**src/rtl/ipv4_l4_screen.sv**
```systemverilog
`timescale 1ns/1ps
module ipv4_l4_screen #(
  parameter int LEN_W = 17
) (
  input  logic        clk,
  input  logic        rst_n,
  input  logic        in_valid,
  input  logic        in_last,
  input  logic [7:0]  in_data,
  input  logic        in_sum_en,
  input  logic [15:0] in_sum_ref,
  output logic        st_valid,
  output logic        st_is_v6,
  output logic        st_tcp_udp,
  output logic        st_frag,
  output logic        st_ip_exc,
  output logic        st_l4_err,
  output logic [7:0]  st_code
);
  localparam int HDR_KEEP = 10;
  localparam int L4_KEEP  = 20;
  localparam logic [LEN_W-1:0] LEN_MAX = '1;
  localparam logic [LEN_W-1:0] V6_HDR  = LEN_W'(40);

  logic [LEN_W-1:0] cnt, flen, hl, rel, tl_w, need6;
  logic [7:0]  hdr [HDR_KEEP];
  logic [7:0]  l4b [L4_KEEP];
  logic [7:0]  prevb;
  logic [15:0] csum, sum_ref_q;
  logic [16:0] csum_raw;
  logic        sum_en_q, done;

  assign hl       = LEN_W'({hdr[0][3:0], 2'b00});
  assign rel      = cnt - hl;
  assign csum_raw = {1'b0, csum} + {1'b0, prevb, in_data};

  always_ff @(posedge clk) begin
    if (!rst_n) begin
      cnt       <= '0;
      flen      <= '0;
      prevb     <= '0;
      csum      <= '0;
      sum_ref_q <= '0;
      sum_en_q  <= 1'b0;
      done      <= 1'b0;
      for (int k = 0; k < HDR_KEEP; k++) hdr[k] <= '0;
      for (int k = 0; k < L4_KEEP; k++) l4b[k] <= '0;
    end else begin
      done <= in_valid && in_last;
      if (in_valid) begin
        prevb <= in_data;
        if (cnt == '0) begin
          csum <= '0;
          for (int k = 0; k < HDR_KEEP; k++) hdr[k] <= '0;
          for (int k = 0; k < L4_KEEP; k++) l4b[k] <= '0;
        end
        if (cnt < LEN_W'(HDR_KEEP))
          hdr[cnt[3:0]] <= in_data;
        if (cnt != '0 && cnt >= hl && rel < LEN_W'(L4_KEEP))
          l4b[rel[4:0]] <= in_data;
        if (cnt[0] && cnt < hl)
          csum <= csum_raw[15:0] + {15'd0, csum_raw[16]};
        if (in_last) begin
          cnt       <= '0;
          flen      <= (cnt == LEN_MAX) ? cnt : cnt + LEN_W'(1);
          sum_en_q  <= in_sum_en;
          sum_ref_q <= in_sum_ref;
        end else if (cnt != LEN_MAX) begin
          cnt <= cnt + LEN_W'(1);
        end
      end
    end
  end

  logic [3:0]  ver, ihl;
  logic        is4, is6, not_ip, frag4, tcp, udp, ipx, elig;
  logic [15:0] tl, pl, pay, sport, dport, ulen, ckf;
  logic [7:0]  proto, ipc, l4c;
  logic [5:0]  tfl;

  assign ver    = hdr[0][7:4];
  assign ihl    = hdr[0][3:0];
  assign is4    = ver == 4'd4;
  assign is6    = ver == 4'd6;
  assign not_ip = !is4 && !is6;
  assign tl     = {hdr[2], hdr[3]};
  assign pl     = {hdr[4], hdr[5]};
  assign tl_w   = LEN_W'(tl);
  assign need6  = LEN_W'(pl) + V6_HDR;
  assign frag4  = hdr[6][5] || ({hdr[6][4:0], hdr[7]} != 13'd0);
  assign proto  = is4 ? hdr[9] : hdr[6];
  assign tcp    = proto == 8'd6;
  assign udp    = proto == 8'd17;

  always_comb begin
    ipc = 8'd0;
    if (not_ip)                                    ipc = 8'd1;
    else if (is4) begin
      if (ihl < 4'd5 || flen < hl || tl_w < hl)    ipc = 8'd3;
      else if (csum != 16'hFFFF)                   ipc = 8'd2;
      else if (flen < tl_w)                        ipc = 8'd4;
      else if (hdr[8] == 8'd0)                     ipc = 8'd5;
      else if (ihl > 4'd5)                         ipc = 8'd6;
    end else begin
      if (flen < V6_HDR)                           ipc = 8'd3;
      else if (flen < need6)                       ipc = 8'd4;
      else if (hdr[7] == 8'd0)                     ipc = 8'd5;
    end
  end

  assign ipx   = ipc != 8'd0;
  assign elig  = is4 && !ipx && !frag4 && (tcp || udp);
  assign pay   = tl - {10'd0, ihl, 2'b00};
  assign sport = {l4b[0], l4b[1]};
  assign dport = {l4b[2], l4b[3]};
  assign ulen  = {l4b[4], l4b[5]};
  assign ckf   = tcp ? {l4b[16], l4b[17]} : {l4b[6], l4b[7]};
  assign tfl   = l4b[13][5:0];

  always_comb begin
    l4c = 8'd0;
    if (elig) begin
      if (pay < (tcp ? 16'd20 : 16'd8))                    l4c = 8'd1;
      else if (sum_en_q && (tcp || ckf != 16'd0) && ckf != sum_ref_q)
                                                           l4c = 8'd2;
      else if (udp && ulen > pay)                          l4c = 8'd3;
      else if (sport == 16'd0 || dport == 16'd0)           l4c = 8'd4;
      else if (tcp) begin
        if (tfl == 6'b000001)                              l4c = 8'd8;
        else if (tfl == 6'b000000)                         l4c = 8'd9;
        else if (tfl[0] && tfl[2])                         l4c = 8'd10;
        else if (tfl[1] && tfl[5])                         l4c = 8'd11;
        else if (tfl[1] && tfl[2])                         l4c = 8'd12;
        else if (tfl[1] && tfl[0])                         l4c = 8'd13;
      end
    end
  end

  assign st_valid   = done;
  assign st_is_v6   = done && is6;
  assign st_tcp_udp = done && !not_ip && (tcp || udp);
  assign st_frag    = done && is4 && frag4 && !ipx;
  assign st_ip_exc  = done && ipx;
  assign st_l4_err  = done && (l4c != 8'd0);
  assign st_code    = !done ? 8'd0 : (ipx ? ipc : l4c);
endmodule

```
**config.mk**
```make
export PLATFORM = sky130hd
export DESIGN_NAME = ipv4_l4_screen
export DESIGN_NICKNAME = d
export VERILOG_FILES = /design/src/rtl/ipv4_l4_screen.sv
export SDC_FILE = /design/constraint.sdc
export NUM_CORES = 1
export LEC_CHECK = 0
export ABC_AREA = 1
export ABC_CLOCK_PERIOD_IN_PS = 5700
export BUFFER_PORTS_ARGS = -buffer_cell sky130_fd_sc_hd__buf_2
export CELL_PAD_IN_SITES_DETAIL_PLACEMENT = 1
export CELL_PAD_IN_SITES_GLOBAL_PLACEMENT = 1
export CORE_ASPECT_RATIO = 1.4
export CORE_MARGIN = 8
export CORE_UTILIZATION = 52
export DETAILED_ROUTE_END_ITERATION = 10
export GPL_TIMING_DRIVEN = 0
export PLACE_DENSITY = 0.91
export RECOVER_POWER = 100
export SLEW_MARGIN = 30
export SYNTH_ARGS = -nofsm -noshare
export SYNTH_HDL_FRONTEND = slang
export SYNTH_SLANG_ARGS = --single-unit
export TNS_END_PERCENT = 50
```
**constraint.sdc**
```tcl
create_clock -name clk -period 5.7 [get_ports clk]
set_input_delay 0.57 -clock clk [delete_from_list [all_inputs] [get_ports clk]]
set_output_delay 0.57 -clock clk [all_outputs]
set_load 0.1 [all_outputs]
```
==> results by group, run 1 <==
Run status
  • Run status: complete, no violations

Routing
  • Routed Wire Length: 47.7 mm
  • Residual antenna-violating net count after detailed routing: 0
  • Remaining design rule violation count: 0
  • Vias: around 12000
  • Number of vias per cell after detailed routing: 6.01
  • Avg WL per Cell: 22.9 um
  • TritonRoute pass-1 iters: 7
  • Number of DRC violations after detailed-routing iteration 0: 814

Worst setup path
  • Biggest fanout along the worst timing path: 5
  • Setup slack, reg-to-reg: between 1000 and 1500 ps
  • Type of element capturing the critical path: output port
  • Startpoint-to-endpoint class of the critical path: reg -> out
  • Worst Reg-to-Reg Cells: 18
  • Arr. time, crit path: between 5000 and 6000 ps
  • Launching element type of the critical path: flip-flop
  • Startpoint of the worst-slack reg-to-reg timing path: cnt[0]
  • Required time at the worst-slack endpoint: around 5100 ps
  • Setup crit start: hdr[0][2]
  • RR Endpoint: flen[1]

Layout
  • Area taken by multi-input logic gates: 6400 um2
  • Net count reported at finish: roughly 1900
  • Fraction of layout instances using a drive strength above 1: 7.47%
  • Count of fill cells added during filler insertion: 3157
  • Most used cells in the layout excluding fill and tap cells: sky130_fd_sc_hd__nand2_1, sky130_fd_sc_hd__nor2_1, sky130_fd_sc_hd__inv_1, sky130_fd_sc_hd__edfxtp_1, sky130_fd_sc_hd__a21oi_1
  • Layout overhead on the synthesized area: 11.6%
  • Reg area: 6270 um2
  • Post-route design area: 15100 um2
  • Most frequent standard cell in the layout excluding fill and tap cells: sky130_fd_sc_hd__nand2_1

Timing
  • Period utilisation layout: a little over nine tenths
  • Period minus WS final: between 5000 and 6000 ps
  • Setup Viol. Count Final: 0
  • Minimum hold slack: 287 ps
  • Transition time at the pin with the least slew margin: 1220 ps
  • Final max-slew violation count: 0
  • Worst setup skew after layout: 13.6 ps
  • Top achievable clock speed: 179 MHz
  • Worst rel slew slack: about a fifth
  • Final Hold Viols: 0

Worst hold path
  • Hold Crit Start: in_sum_ref[0]
  • End of the worst hold path: sum_ref_q[0]
  • Path class of the lowest-slack min-delay path: in -> reg
  • Cell depth of the worst hold path: 3

Global routing
  • Pin count of the biggest net entering global routing: 16
  • Vias in the first global route: 13700
  • Antenna violations before repair: 1
  • Congestion Overflow GR: 0
  • GRT Util Overall: approximately 30%
  • First-pass GRT wire length: 73.6 mm

Power and ir drop
  • Power density over the cells: between 200 and 300 nW/um2
  • Leakage: 6.67 nW
  • Worst-case vdd ir drop: about 0.21 mV

Job
  • Max_cap viols: 0

Clock network
  • Maximum number of buffers from clock root to sink: 3
  • Number of sinks handled by clock tree synthesis: 234
  • Clock Pin Slew Worst Setup and Hold Paths: 60 ps
  • Clock tree from TritonCTS: done
  • # hold bufs at CTS: 0
  • Setup repair bufs after CTS: 0
  • Number of H-tree levels: 1
  • CTS root buffer: sky130_fd_sc_hd__clkbuf_16
  • Clock latency on the worst-skew pair: 560 ps
  • Clock buffers created by TritonCTS: 26

Place
  • Placed wire-length estimate after detailed placement: 34.6 mm
  • Number of input and output port buffers inserted: 38
  • Placer Congestion: 0.918
  • Total placed instance area: 14200 um2

Synth
  • Mean Syn Cell Area: 8.16 um2
  • FF+latch count, synth: 234
  • Count of unique library cells instantiated by Yosys: 50
  • Cell area after synthesis: 13600 um2
  • Instance count of the mapped netlist: 1664
  • Post-synthesis async set-or-reset flop share: 0%
  • Count of flip-flops with a built-in enable after synthesis: 158
  • Number of synthesis warnings: 0
  • Most common flop cell mapped by yosys: sky130_fd_sc_hd__edfxtp_1
  • Register area share after synthesis: a little under half

Floorplan
  • Die Width: 153 um
  • Core region area: approximately 26000 um2
  • Die area: 31600 um2
  • Floorplan row count: 70
  • Initial core utilization: 52.3%
  • IO Count: 43
  • Die Height: 207 um
==> area by class of cell <==
class	count	share of cell area (%)
Multi-Input combinational cell	1196	42.3
Tap cell	324	2.68
Sequential cell	234	41.4
Buffer	48	1.57
Clock inverter	15	1.31
Antenna cell	1	0.0165
Clock buffer	33	4.74
Timing Repair Buffer	39	1.35
Inverter	189	4.68
==> cell usage after synthesis, drive strengths merged, types with 26 or more instances <==
cell type / number / share of area (%)
nand2: 352 / 10
nor3: 26 / 1.2
dfxtp: 76 / 11
o21ai: 81 / 3.1
xor2: 34 / 2.2
nand3: 82 / 3.1
ha: 85 / 7.8
nor2: 307 / 8.7
a21oi: 110 / 4.1
edfxtp: 158 / 35
inv: 187 / 5.2
clkbuf: 38 / 1.1
==> worst max-delay path by stage <==
stage          cells past startpoint    endpoint
2_1_floorplan                     22  st_code[1]
3_3_place_gp                      27   st_l4_err
3_5_place_dp                      27   st_l4_err
4_1_cts                           27   st_l4_err
5_1_grt                           25   st_l4_err
6_report                          27   st_l4_err
==> power breakdown <==
group / internal, mW / switching (mW) / total [mW] / leakage (nW)
registers: 1.90 / 0.0580 / 1.96 / 2.35
clock network: 1.08 / 0.750 / 1.83 / 0.433
logic: 0.168 / 0.430 / 0.599 / 3.88
==> state kept, by name, indices dropped and copies added, names as in the netlist <==
| signal | count |
|---|---|
| l4b | 86 |
| hdr | 72 |
| cnt | 17 |
| flen | 17 |
| csum | 16 |
| sum_ref_q | 16 |
| prevb | 8 |
| st_valid | 1 |
| sum_en_q | 1 |
==> worst max-delay path, cell delays in order (launching register included) <==
cell	delay [ps]
sky130_fd_sc_hd__edfxtp_1	450
sky130_fd_sc_hd__inv_2	150
sky130_fd_sc_hd__ha_1	320
sky130_fd_sc_hd__a21oi_1	190
sky130_fd_sc_hd__o21ai_1	140
sky130_fd_sc_hd__nand2_1	80
sky130_fd_sc_hd__nand2_1	90
sky130_fd_sc_hd__nor3_2	210
sky130_fd_sc_hd__inv_1	140
sky130_fd_sc_hd__nor3_4	170
sky130_fd_sc_hd__nand4_1	180
sky130_fd_sc_hd__xor2_2	200
sky130_fd_sc_hd__ha_1	350
sky130_fd_sc_hd__nand2_1	110
sky130_fd_sc_hd__inv_1	110
sky130_fd_sc_hd__nand3_1	100
sky130_fd_sc_hd__nor3_2	180
sky130_fd_sc_hd__o21ai_0	140
sky130_fd_sc_hd__nand3_1	110
sky130_fd_sc_hd__nand3_2	140
sky130_fd_sc_hd__nand2_1	120
sky130_fd_sc_hd__nand2_1	60
sky130_fd_sc_hd__nand2_1	90
sky130_fd_sc_hd__nand2_1	70
sky130_fd_sc_hd__nand2_1	70
sky130_fd_sc_hd__nor2_1	50
sky130_fd_sc_hd__nor2_1	170
sky130_fd_sc_hd__buf_6	260
==> through the flow <==
step / cells / worst slack, ps / utilization (%) / power (mW) / TNS [ps]
2_1_floorplan: 1667 / 132 / - / 2.35 / 0
3_3_place_gp: 2029 / 951 / 54.7 / 2.50 / 0
3_5_place_dp: 2030 / 706 / 54.7 / 2.55 / 0
4_1_cts: 2078 / 10.2 / 58.3 / 4.37 / 0
5_1_grt: 2078 / -74.6 / 58.4 / 4.49 / -114
6_report: 2079 / 113 / 58.4 / 4.39 / 0
==> timing repair <==
item                       CTS  global route
setup endpoints to repair    5             5
gates resized for setup      4            13
pin swaps                    0             0
==> routing by layer <==
metal / global-route usage, % / vias up / share of wire [%]
li1: - / 5662 / -
met1: 28.4 / 6005 / 34
met2: 55.0 / 548 / 51
met3: 4.98 / 274 / 6.2
met4: 25.1 / 0 / 9.0
met5: 0 / - / 0
==> cells by family (layout without fill, tap and decap cells) <==
logic type / Yosys count / count (layout) / synth area share, %
DFF: 234 / 234 / 46.2
and+or+nand+nor: 825 / 825 / 25.9
AOI/OAI and AO/OA: 239 / 239 / 10.0
other: 1 / 5 / 0.0276
xor gates and xnor gates: 40 / 40 / 2.58
buffers and inverters: 237 / 324 / 6.98
adders and majority gates: 88 / 88 / 8.28
(Power assumes the default switching activity.)
==> inputs of run 2 (changes only) <==
--- a/config.mk
+++ b/config.mk
@@ -17,4 +17,6 @@
 export GPL_TIMING_DRIVEN = 0
+export MAX_ROUTING_LAYER = met4
 export PLACE_DENSITY = 0.91
 export RECOVER_POWER = 100
+export REMOVE_ABC_BUFFERS = 1
 export SLEW_MARGIN = 30
==> constraint.sdc (replaced) <==
create_clock -name clk -period 5.7 [get_ports clk]
set_input_delay 1.14 -clock clk [delete_from_list [all_inputs] [get_ports clk]]
set_output_delay 1.14 -clock clk [all_outputs]
set_load 0.1 [all_outputs]
==> run 2 against run 1 <==
  * The run now ends with max-capacitance violations, max-slew violations, negative setup slack left
  * Flip-flop and latch count did not move
  * First-iteration DRC count is 81% higher
  * Cell area up 1.5%
  * Sequential share of layout area fell by 0.62 points
  * Clock power up 2%
  * Via count increased by 8.7%
  * Non-clock buffer count decreased by 15
  * Global-route usage up 1.6 points
  * Wire length grew 22%
  * Register-to-register slack got worse by 710 ps
  * Critical endpoint unchanged
==> results by group, run 2 (synthesis gave the netlist of run 1 again) <==
Worst setup path
  • Arr. time, crit path: 5040 ps (+20 ps)
  • Cell type with the highest occurrence count on the critical path: sky130_fd_sc_hd__nand2_1
  • Required time at the worst-slack endpoint: 4560 ps (-570 ps)
  • Biggest fanout along the worst timing path: 4 (-1)
  • Type of element capturing the critical path: output port
  • Critical path buffer and inverter count: 4 (unchanged)
  • Largest stage delay, worst path: 440 ps (about the same)
  • Launching element type of the critical path: flip-flop
  • Slowest cell on the critical path: sky130_fd_sc_hd__edfxtp_1
  • Startpoint-to-endpoint class of the critical path: reg -> out
  • Gate family responsible for the most delay along the worst path: simple AND/OR/NAND/NOR gates

Layout
  • Post-route design area: 15400 um2 (+1.5%)
  • Most used cells in the layout excluding fill and tap cells: sky130_fd_sc_hd__nand2_1, sky130_fd_sc_hd__nor2_1, sky130_fd_sc_hd__inv_1, sky130_fd_sc_hd__edfxtp_1, sky130_fd_sc_hd__a21oi_1
  • Registers with the most flip-flops: l4b x86, hdr x72
  • Count of fill cells added during filler insertion: 3079 (-2.5%)
  • Most flops, register: l4b
  • Share of the core filled with cells: 59.3% (+0.88 points)
  • Layout overhead on the synthesized area: 13.3%
  • Most frequent standard cell in the layout excluding fill and tap cells: sky130_fd_sc_hd__nand2_1
  • Flip-flop count of the largest register, all copies and words added: 86 (unchanged)
  • Net count reported at finish: 1835 (-0.86%)
  • Fraction of layout instances using a drive strength above 1: 11.4% (+3.9 points)
  • Number of standard cells in the final layout excluding fillers: 2062 (-0.82%)

Timing
  • Top achievable clock speed: 162 MHz (-9.6%)
  • Period minus WS final: 6180 ps (+596 ps)
  • Worst setup skew after layout: 18.2 ps (+4.65 ps)
  • Minimum hold slack: 466 ps (+179 ps)
  • Final total negative setup slack: -2570 ps (-2570 ps)
  • Final max-slew violation count: 90 (+90)
  • Final Hold Viols: 0 (unchanged)
  • Setup ws final: -483 ps (-596 ps)
  • Setup Viol. Count Final: 7 (+7)
  • Period utilisation layout: 108% (+10 points)
  • Worst rel slew slack: -37.4% (-57 points)
  • Transition time at the pin with the least slew margin: 2060 ps (+840 ps)

Routing
  • Number of DRC violations after detailed-routing iteration 0: 1476 (+81%)
  • Number of vias per cell after detailed routing: 6.58 (+9.6%)
  • TritonRoute pass-1 iters: 5 (-2)
  • Vias: 13600 (+8.7%)
  • Remaining design rule violation count: 0 (unchanged)
  • Avg WL per Cell: 28.1 um (+23%)
  • Residual antenna-violating net count after detailed routing: 0 (unchanged)
  • Routed Wire Length: 57.9 mm (+22%)

Floorplan
  • IO Count: 43 (unchanged)
  • Die area: 31600 um2 (unchanged)
  • Floorplan row count: 70 (unchanged)
  • Die Width: 153 um (unchanged)
  • Initial core utilization: 52.3% (unchanged)
  • Die Height: 207 um (unchanged)
  • Core region area: 25900 um2 (unchanged)

Global routing
  • Most used routing layer: met2
  • First-pass GRT wire length: 75.6 mm (+2.8%)
  • Met1 track utilization from global routing: 29.4% (+0.97 points)
  • Global-route track usage on met2: 55.7% (+0.78 points)
  • GRT Util Overall: 31.3% (+1.6 points)
  • Vias in the first global route: 13800 (+0.74%)
  • Pin count of the biggest net entering global routing: 58 (+42)
  • Congestion Overflow GR: 0 (unchanged)
  • Antenna violations before repair: 2 (+1)
  • Met3 Use GR: 5.10% (+0.13 points)

Place
  • Number of input and output port buffers inserted: 38 (unchanged)
  • Placer Congestion: 0.921 (+0.35%)
  • Total placed instance area: 14000 um2 (-1.4%)
  • Placed wire-length estimate after detailed placement: 31.1 mm (-10%)
  • Cell total after placement: 1983 (-2.3%)
  • DP Worst Slack: -163 ps (-869 ps)

Power and ir drop
  • Worst-case vdd ir drop: 0.210 mV (-2.4%)
  • Total power after layout: 4.51 mW (+2.9%)
  • Power density over the cells: 294 nW/um2 (+1.4%)
  • Leakage: 6.78 nW (+1.6%)

Clock network
  • Clock latency on the worst-skew pair: 570 ps (about the same)
  • Maximum number of buffers from clock root to sink: 3 (unchanged)
  • Clock buffers created by TritonCTS: 24 (-7.7%)
  • Number of sinks handled by clock tree synthesis: 234 (unchanged)
  • Clock Pin Slew Worst Setup and Hold Paths: 70 ps (about the same)
  • CTS root buffer: sky130_fd_sc_hd__clkbuf_16
  • Clock tree from TritonCTS: done
  • Number of H-tree levels: 1 (unchanged)

Job
  • Max_cap viols: 2 (+2)

Worst hold path
  • Path class of the lowest-slack min-delay path: reg -> reg

Run status
  • Violated checks: max-capacitance violations, max-slew violations, negative setup slack
  • Run status: complete, but fails checks
run 2: cell count changes in the layout (fill, tap and decap cells not counted), sizes merged:
cell and delta:
inv -1, nor2 +1, buf +26, clkbuf -40, diode +1, clkinvlp -4
run 2: worst paths after layout:
| kind | start | end | slack [ps] | cells past startpoint |
|---|---|---|---|---|
| worst max-delay path | hdr[5][5] | st_l4_err | -480 | 26 |
| worst min-delay path | sum_en_q | sum_en_q | 470 | 2 |
| worst max register to register | cnt[0] | cnt[2] | 510 | 18 |
| worst min register to register | sum_en_q | sum_en_q | 470 | 2 |
run 2: repair_timing:
| item | CTS | global route |
|---|---|---|
| gates cloned | 1 | 0 |
| endpoints found under the setup margin | 7 | 6 |
| pin swaps | 11 | 25 |
| hold buffers | 0 | 0 |
| setup buffers | 11 | 21 |
| resized for setup | 35 | 38 |
run 2: report_power, final:
part           switching, mW  total, mW  internal [mW]
logic                  0.485      0.674          0.189
registers             0.0699       1.97           1.90
clock network          0.797       1.87           1.07
run 2: area by class of cell:
cell class	instances	area (um2)	share of cell area, %
Timing Repair Buffer	72	497	3.23
Multi-Input combinational cell	1197	6610	43.0
Sequential cell	234	6270	40.8
Antenna cell	2	5.00	0.0326
Clock inverter	10	160	1.04
Tap cell	324	405	2.64
Clock buffer	34	722	4.70
Inverter	189	709	4.61
run 2: metal layers:
metal,routed length [um],up-vias
met5,0,-
met4,5470,0
met3,5420,435
met2,28300,960
met1,18800,6550
li1,-,5631
run 2: tightest hold or removal path, cell delays in order, from the launching register on:
cell,delay [ps]
sky130_fd_sc_hd__dfxtp_1,300
sky130_fd_sc_hd__inv_1,60
sky130_fd_sc_hd__a21oi_1,60
==> inputs of run 3 (changes only) <==
Settings changed: MAX_ROUTING_LAYER met4 to unset.
==> run 3 against run 2 <==
  * The run still ends with max-capacitance violations, max-slew violations, negative setup slack left
  * Wire length is 2.0% higher
  * Fmax is 1.2% higher
  * Cell count is 0.15% lower
  * Clock skew is 7.9 ps higher
  * Register-to-register slack worse by 40 ps
  * Sequential share of layout area is 0.070 points higher
  * Hold slack worse by 3.6 ps
  * Die area stayed put
  * Flip-flop and latch count stayed put
==> results by group, run 3 (synthesis gave the netlist of run 1 again) <==
Timing
  • Worst setup skew after layout: 26.1 ps (+7.88 ps)
  • Top achievable clock speed: 164 MHz (+1.2%)
  • Period utilisation layout: 107% (-1.3 points)
  • Period minus WS final: 6110 ps (-74.8 ps)
  • Worst rel slew slack: -43.0% (-5.5 points)
  • Setup ws final: -408 ps (+74.8 ps)
  • Setup Viol. Count Final: 7 (unchanged)
  • Minimum hold slack: 462 ps (-3.64 ps)
  • Transition time at the pin with the least slew margin: 2140 ps (+83.0 ps)
  • Final total negative setup slack: -1800 ps (+772 ps)
  • Final Hold Viols: 0 (unchanged)
  • Final max-slew violation count: 90 (unchanged)

Worst hold path
  • Path class of the lowest-slack min-delay path: reg -> reg
  • Cell depth of the worst hold path: 2 (unchanged)

Global routing
  • First-pass GRT wire length: 75.6 mm (about the same)
  • Antenna violations before repair: 1 (-1)
  • Congestion Overflow GR: 0 (unchanged)
  • Pin count of the biggest net entering global routing: 58 (unchanged)
  • Vias in the first global route: 13900 (+0.27%)
  • GRT Util Overall: 30.5% (-0.90 points)

Worst setup path
  • Type of element capturing the critical path: output port
  • Biggest fanout along the worst timing path: 4 (unchanged)
  • Worst Reg-to-Reg Cells: 18 (unchanged)
  • Startpoint-to-endpoint class of the critical path: reg -> out
  • Slowest cell on the critical path: sky130_fd_sc_hd__edfxtp_1
  • Arr. time, crit path: 4970 ps (-70 ps)
  • Required time at the worst-slack endpoint: 4560 ps (about the same)
  • Largest stage delay, worst path: 580 ps (+140 ps)
  • Launching element type of the critical path: flip-flop

Floorplan
  • Die area: 31600 um2 (unchanged)
  • Initial core utilization: 52.3% (unchanged)
  • Floorplan row count: 70 (unchanged)
  • Die Width: 153 um (unchanged)
  • Die Height: 207 um (unchanged)
  • IO Count: 43 (unchanged)
  • Core region area: 25900 um2 (unchanged)

Clock network
  • Number of sinks handled by clock tree synthesis: 234 (unchanged)
  • Clock tree from TritonCTS: done
  • Maximum number of buffers from clock root to sink: 3 (unchanged)
  • Number of H-tree levels: 1 (unchanged)
  • Clock buffers created by TritonCTS: 24 (unchanged)
  • CTS root buffer: sky130_fd_sc_hd__clkbuf_16
  • Clock Pin Slew Worst Setup and Hold Paths: 70 ps (about the same)
  • Clock latency on the worst-skew pair: 580 ps (about the same)

Routing
  • Routed Wire Length: 59.1 mm (+2.0%)
  • Avg WL per Cell: 28.7 um (+2.2%)
  • Vias: 13600 (-0.12%)
  • Number of DRC violations after detailed-routing iteration 0: 1365 (-7.5%)
  • Residual antenna-violating net count after detailed routing: 0 (unchanged)
  • Remaining design rule violation count: 0 (unchanged)
  • TritonRoute pass-1 iters: 6 (+1)
  • Number of vias per cell after detailed routing: 6.59 (about the same)

Run status
  • Run status: complete, but fails checks
  • Violated checks: max-capacitance violations, max-slew violations, negative setup slack

Place
  • Placer Congestion: 0.906 (-1.7%)
  • Cell total after placement: 1983 (unchanged)
  • Number of input and output port buffers inserted: 38 (unchanged)
  • Placed wire-length estimate after detailed placement: 31.1 mm (unchanged)
  • Total placed instance area: 14000 um2 (unchanged)
  • DP Worst Slack: -163 ps (unchanged)

Layout
  • Most used cells in the layout excluding fill and tap cells: sky130_fd_sc_hd__nand2_1, sky130_fd_sc_hd__nor2_1, sky130_fd_sc_hd__inv_1, sky130_fd_sc_hd__edfxtp_1, sky130_fd_sc_hd__a21oi_1
  • Registers with the most flip-flops: l4b x86, hdr x72
  • Most frequent standard cell in the layout excluding fill and tap cells: sky130_fd_sc_hd__nand2_1
  • Share of the core filled with cells: 59.2% (-0.10 points)
  • Net count reported at finish: 1834 (-0.054%)
  • Ant. Diodes: 0 (-2)
  • Number of standard cells in the final layout excluding fillers: 2059 (-0.15%)
  • Layout overhead on the synthesized area: 13.1%
  • Most flops, register: l4b
  • Post-route design area: 15300 um2 (-0.17%)
  • Flip-flop count of the largest register, all copies and words added: 86 (unchanged)
  • Fraction of layout instances using a drive strength above 1: 11.2% (-0.22 points)

Power and ir drop
  • Total power after layout: 4.54 mW (+0.54%)
  • Worst-case vdd ir drop: 0.237 mV (+13%)
  • Leakage: 6.77 nW (about the same)
  • Power density over the cells: 296 nW/um2 (+0.71%)

Job
  • Max_cap viols: 2 (unchanged)
[run 3: cell count changes in the layout (fill, tap and decap cells not counted)]
| cell | before | now |
|---|---|---|
| sky130_fd_sc_hd__a21oi_2 | 3 | 2 |
| sky130_fd_sc_hd__buf_4 | 33 | 32 |
| sky130_fd_sc_hd__fa_1 | 2 | 3 |
| sky130_fd_sc_hd__nor2_2 | 6 | 7 |
| sky130_fd_sc_hd__diode_2 | 2 | 0 |
| sky130_fd_sc_hd__nor2_4 | 7 | 6 |
| sky130_fd_sc_hd__nand2_2 | 19 | 18 |
| sky130_fd_sc_hd__nand2_1 | 331 | 332 |
| sky130_fd_sc_hd__fa_2 | 1 | 0 |
| sky130_fd_sc_hd__a21oi_1 | 107 | 108 |
[run 3: what timing repair did]
action	CTS	global route
resized for setup	35	35
pin swaps	11	24
setup endpoints to repair	7	6
buffers inserted	11	20
cloned	1	0
hold buffers	0	0
[run 3: path summary, 6_finish.rpt]
path              from  slack [ps]   endpoint
max reg2reg     cnt[0]         470     cnt[2]
max          hdr[0][0]        -410  st_l4_err
min           sum_en_q         460   sum_en_q
min reg2reg   sum_en_q         460   sum_en_q
[run 3: report_power, final]
group / internal, mW / switching, mW
combinational: 0.189 / 0.494
clock: 1.07 / 0.808
sequential: 1.90 / 0.0745
[run 3: area by class of cell]
| type | instances | area (um2) |
|---|---|---|
| fill | 3096 | 10600 |
| sequential | 234 | 6270 |
| multi-input combinational | 1197 | 6600 |
| inverter | 189 | 709 |
| timing repair buffer | 71 | 489 |
| tap | 324 | 405 |
| clock inverter | 10 | 160 |
| clock buffer | 34 | 722 |
[run 3: per-layer routing]
metal / part of all wire (%) / up-vias / global-route usage, %
li1: - / 5635 / -
met1: 33 / 6442 / 29.1
met2: 49 / 1046 / 55.5
met3: 8.8 / 435 / 5.60
met4: 10 / 2 / 26.4
met5: 0.022 / - / 0
[run 3: critical path, delay by kind of cell (launching register included)]
kind / cells / cell delay [ps]
AND/OR/NAND/NOR: 15 / 1790
adder cells (fa/ha/maj): 3 / 1010
buffers and inverters: 7 / 820
flip-flops: 1 / 580
AO/OA/AOI/OAI: 2 / 200
